===== config.mk =====
export PLATFORM = sky130hd
export DESIGN_NAME = bootmac_seq
export DESIGN_NICKNAME = d
export VERILOG_FILES = /design/src/rtl/bootmac_seq.sv
export SDC_FILE = /design/constraint.sdc
export NUM_CORES = 1
export LEC_CHECK = 0
export BUFFER_PORTS_ARGS = -buffer_cell sky130_fd_sc_hd__buf_2
export CORE_AREA = 2 2 320 322
export CTS_BUF_LIST = sky130_fd_sc_hd__clkbuf_8 sky130_fd_sc_hd__clkbuf_16
export CTS_CLUSTER_SIZE = 20
export DETAILED_ROUTE_END_ITERATION = 10
export DIE_AREA = 0 0 322 324
export PLACE_DENSITY = 0.5
export SYNTH_ARGS = -nofsm -noshare
export SYNTH_HDL_FRONTEND = slang
export SYNTH_SLANG_ARGS = --single-unit

===== constraint.sdc =====
create_clock -name clk -period 4.41 [get_ports clk]
set_input_delay 0.441 -clock clk [delete_from_list [all_inputs] [get_ports clk]]
set_output_delay 0.441 -clock clk [all_outputs]
set_load 0.05 [all_outputs]

===== src/rtl/bootmac_seq.sv =====
module bootmac_seq #(
  parameter int BLK_W      = 128,
  parameter int ADDR_W     = 16,
  parameter int LEN_W      = 16,
  parameter bit AUTO_START = 1'b1
) (
  input  logic              clk,
  input  logic              rst_n,
  input  logic              start,
  input  logic [ADDR_W-1:0] base_addr,
  input  logic [LEN_W-1:0]  blk_count,
  input  logic [BLK_W-1:0]  boot_key,
  input  logic [BLK_W-1:0]  ref_mac,
  output logic              mem_req,
  output logic [ADDR_W-1:0] mem_addr,
  input  logic              mem_valid,
  input  logic [BLK_W-1:0]  mem_rdata,
  output logic              cph_req,
  output logic [BLK_W-1:0]  cph_key,
  output logic [BLK_W-1:0]  cph_data,
  input  logic              cph_ack,
  input  logic [BLK_W-1:0]  cph_result,
  output logic              busy,
  output logic              done,
  output logic              pass,
  output logic              key_lock
);

  typedef enum logic [2:0] {IDLE, FETCH, CIPHER, FOLD, COMPARE, DONE} state_t;

  state_t             st;
  logic [BLK_W-1:0]   h, m, e;
  logic [LEN_W-1:0]   idx;
  logic               go;

  assign go       = AUTO_START | start;
  assign mem_req  = (st == FETCH);
  assign mem_addr = base_addr + ADDR_W'(idx);
  assign cph_req  = (st == CIPHER);
  assign cph_key  = h;
  assign cph_data = m;
  assign busy     = (st != IDLE) && (st != DONE);

  always_ff @(posedge clk or negedge rst_n) begin
    if (!rst_n) begin
      st       <= IDLE;
      h        <= '0;
      m        <= '0;
      e        <= '0;
      idx      <= '0;
      done     <= 1'b0;
      pass     <= 1'b0;
      key_lock <= 1'b0;
    end else begin
      case (st)
        IDLE: if (go) begin
          h   <= boot_key;
          idx <= '0;
          st  <= (blk_count == '0) ? COMPARE : FETCH;
        end
        FETCH: if (mem_valid) begin
          m  <= mem_rdata;
          st <= CIPHER;
        end
        CIPHER: if (cph_ack) begin
          e  <= cph_result;
          st <= FOLD;
        end
        FOLD: begin
          h   <= e ^ m ^ h;
          idx <= idx + LEN_W'(1);
          st  <= ((idx + LEN_W'(1)) == blk_count) ? COMPARE : FETCH;
        end
        COMPARE: begin
          done     <= 1'b1;
          pass     <= (h == ref_mac);
          key_lock <= (h != ref_mac);
          st       <= DONE;
        end
        default: st <= DONE;
      endcase
    end
  end

  // read request and address held until data arrives
  a_r3_mem_hold: assert property (@(posedge clk) disable iff (!rst_n)
    mem_req && !mem_valid |=> mem_req && $stable(mem_addr));

  // cipher request and operands held until acknowledged
  a_r4_cph_hold: assert property (@(posedge clk) disable iff (!rst_n)
    cph_req && !cph_ack |=> cph_req && $stable(cph_key) && $stable(cph_data));

  // exactly one verdict once finished
  a_r6_one_verdict: assert property (@(posedge clk) disable iff (!rst_n)
    done |-> (pass != key_lock));

  // verdict sticky, interfaces quiet after completion
  a_r8_sticky: assert property (@(posedge clk) disable iff (!rst_n)
    done |=> done && $stable(pass) && $stable(key_lock));

  a_r8_quiet: assert property (@(posedge clk) disable iff (!rst_n)
    done |-> !mem_req && !cph_req && !busy);

  // verdict only appears with done
  a_r6_no_early_verdict: assert property (@(posedge clk) disable iff (!rst_n)
    !done |-> !pass && !key_lock);

endmodule


==> results.yml <==
setup_path:
  cpMaxStageDelayCell: "dfrtp_1"
  path_max_fanout: 7
  path_cells: "ha_1 -> inv_1 -> fa_1 -> nor2b_1 -> o21ai_0 -> a21boi_0 -> o21ai_0 -> a211oi_2 -> nor2_1 -> o21ai_0 -> xor2_1 -> buf_2"
  slowest_delay_ns: 0.50
  cp.required_ns: 3.97
  reg2reg_depth: 4
  crit_type: "reg -> out"
  ff2ff_setup_slack_ns: 1.51
  endpoint_kind: "output pin"
  crit_top_cell: "o21ai_0"
  timing.rr.end: "e[101]"
  path_depth: 12
  critPathArrivalTime_ns: 3.66
  cp-start-kind: "register"
  crit_family: "compound AO/OA/AOI/OAI gates"
  rr_startpoint: "st[1]"
  crit_buf_inv: 2
synthesis:
  synthMuxAreaShare_pct: 14.05
  synth_area_um2: 20590
  synth_cell_types: 57
  syn_area_per_cell_um2: 11.22
  synth_edf_count: 0
  netlist.area_leader.share_pct: 49.34
  ys_seq_elements: 406
  synth_fa_ha_area_share_pct: 1.069
  ys_seq_area_share_pct: 49.34
  synthTopCellsByArea: "dfrtp_1 (49%), mux2_2 (14%), xor2_1 (7.8%)"
  synth_top_family_by_area: "XOR/XNOR gates"
  yosysTopAreaCell: "dfrtp_1"
  synthArstFlopShare_pct: 100.0
  yosys.area_share.xor_xnor_pct: 14.59
  yosysWarnings: 0
  synth-main-ff-cell: "dfrtp_1"
  synth-compound-area-share_pct: 11.05
  synth_nets: 2402
  synthSimpleGateAreaFrac_pct: 6.532
  syn_inst: 1836
global_route:
  grt_usage_pct: 17.98
  antenna_found_initial: 41
  grt_start_max_net_pins: 102
  grt-ovfl-total: 0
  grt_pass1_vias: 18007
  grt_pass1_wl_um: 132900
floorplan:
  ioPinCount: 827
  core_area_um2: 101000
  die_w_um: 322
  floorplan.initialDensity_pct: 20.39
  die_h_um: 324
  die-area_um2: 104300
  rows: 117
routing:
  wire_per_inst_um: 24.01
  ant_nets: 0
  dr.pass1.iters: 7
  via_per_inst: 4.416
  vias: 17906
  drt_wl_total_um: 97350
  drc: 0
  drt_iter0_drc: 869
finish:
  fillCellCount: 10781
  nets: 3266
  stdcell_count: 4055
  seqCellArea_um2: 10160
  final_cell_mix: "buf_2 (824), dfrtp_1 (406), mux2_2 (256), xor2_1 (184), o21ai_0 (167)"
  multiInputGateArea_um2: 9783
  drive_gt1_share_pct: 44.44
  layout_commonest_cell: "buf_2"
  syn_to_final_growth_pct: 38.55
placement:
  portBuffers: 825
  place_congestion: 0.8761
  hpwl_um: 77000
  dp.cells: 3909
timing:
  worstMarginPinSlew_ns: 1.095
  min_period_ns: 4.105
  finalSetupTns_ns: 0
  hold_viol: 0
  fin_skew_ns: 0.02171
  rsz0062_at_grt: "false"
  slew_violations: 0
  slew_headroom_pct: 26.78
  max_freq_mhz: 243.6
  finalCritPeriodShare_pct: 93.09
  setup_viol: 0
power:
  p_per_area_nw_per_um2: 912.7
  ir_worst_vdd_mv: 0.5223
  p_leak_uw: 0.01309
cts:
  clock-sinks: 406
  htreeDepth: 2
  cts_root_buf: "clkbuf_16"
  cts_buffers: 52
  cts_setup_buffers: 0
  cts_tree: "built"
  clockBufferDepth: 3
  clk_latency_ns: 0.61
  path_clk_slew_ns: 0.06
hold_path:
  min_to: "cph_key[104]"
  holdCritStartpoint: "boot_key[104]"
  hold_path.class: "in -> reg"
  worstHoldPathCells: 3
run_status:
  status: "finished, final reports clean"
flow_run:
  cap_viol_max_count: 0
[kinds of logic after synthesis]
logic type                 after synthesis
DFF                                    406
buffers and inverters                  167
and+or+nand+nor                        249
AOI/OAI and AO/OA                      397
xor gates and xnor gates               343
muxes                                  257
adders and majority gates               17
[layout make-up]
type                       count  share of cell area [%]
clock buffer                  68                   5.372
sequential                   406                   35.61
antenna                       10                 0.08771
timing repair buffer         901                   17.26
inverter                      76                  0.9999
clock inverter                22                  0.6403
tap                         1309                   5.740
multi-input combinational   1263                   34.29
[sequential cells by signal, indices dropped and copies added (netlist names)]
register / flops
st: 3
key_lock: 1
e: 128
idx: 16
done: 1
cph_data: 128
pass: 1
cph_key: 128
[repair_timing]
action / 4_1_cts / 5_1_grt
endpoints found under the hold margin: 137 / 0
resized for setup: 0 / 1
setup endpoints to repair: 0 / 1
hold buffers: 46 / 0
[synthesized netlist by cell type, drive strengths merged (8+ instances only)]
cell      n
nor2b     8
nand2    52
nand2b    9
nor3     41
inv      76
nor2     31
o31ai     9
o21ai   171
xnor2   159
a21oi   115
nand4    16
clkbuf   40
xor2    184
mux2    256
nand3    37
a22oi    55
nor4     36
buf      51
dfrtp   406
ha       16
a31oi    17
[metrics by stage]
step           util (%)  hold WS [ns]  power, uW  cell area [um^2]  worst slack, ns
4_1_cts           28.22     0.0002259      26410             28500           0.1326
5_1_grt           28.24       0.02378      27560             28530          0.01347
3_5_place_dp      26.06        0.4586      21920             26330           0.8703
2_1_floorplan         -        0.1454      17000             20590            1.035
3_3_place_gp      26.06        0.4493      21760             26330           0.8546
6_report          28.25       0.05681      26040             28530           0.3048
[routing by layer]
layer / global-route usage (%) / vias up / routed length (um) / part of all wire, %
li1: - / 8211 / - / -
met1: 22.79 / 8823 / 41410 / 43
met2: 28.89 / 674 / 44900 / 46
met3: 5.500 / 158 / 7731 / 7.9
met4: 6.272 / 40 / 3053 / 3.1
met5: 0 / - / 253 / 0.26
[worst reg2reg max path, delay by kind of cell, from the launching register on]
kind / cells / cell delay (ns)
AND/OR/NAND/NOR: 2 / 1.42
flip-flops: 1 / 0.59
multiplexers: 1 / 0.40
buffers and inverters: 1 / 0.38
[report_power, final]
| group | internal, uW | switching (uW) |
|---|---|---|
| registers | 5590 | 2120 |
| logic | 4490 | 9510 |
| clock network | 2590 | 1740 |
| total | 12700 | 13400 |
[worst max-delay path by stage]
stage,from,endpoint,slack (ns)
after floorplan,idx[0],mem_addr[14],1.03
after global placement,idx[0],mem_addr[14],0.85
after detailed placement,idx[0],mem_addr[14],0.87
after CTS,idx[0],mem_addr[14],0.13
after global routing,idx[0],mem_addr[14],0.01
final,idx[0],mem_addr[14],0.30
(Power assumes the default switching activity.)
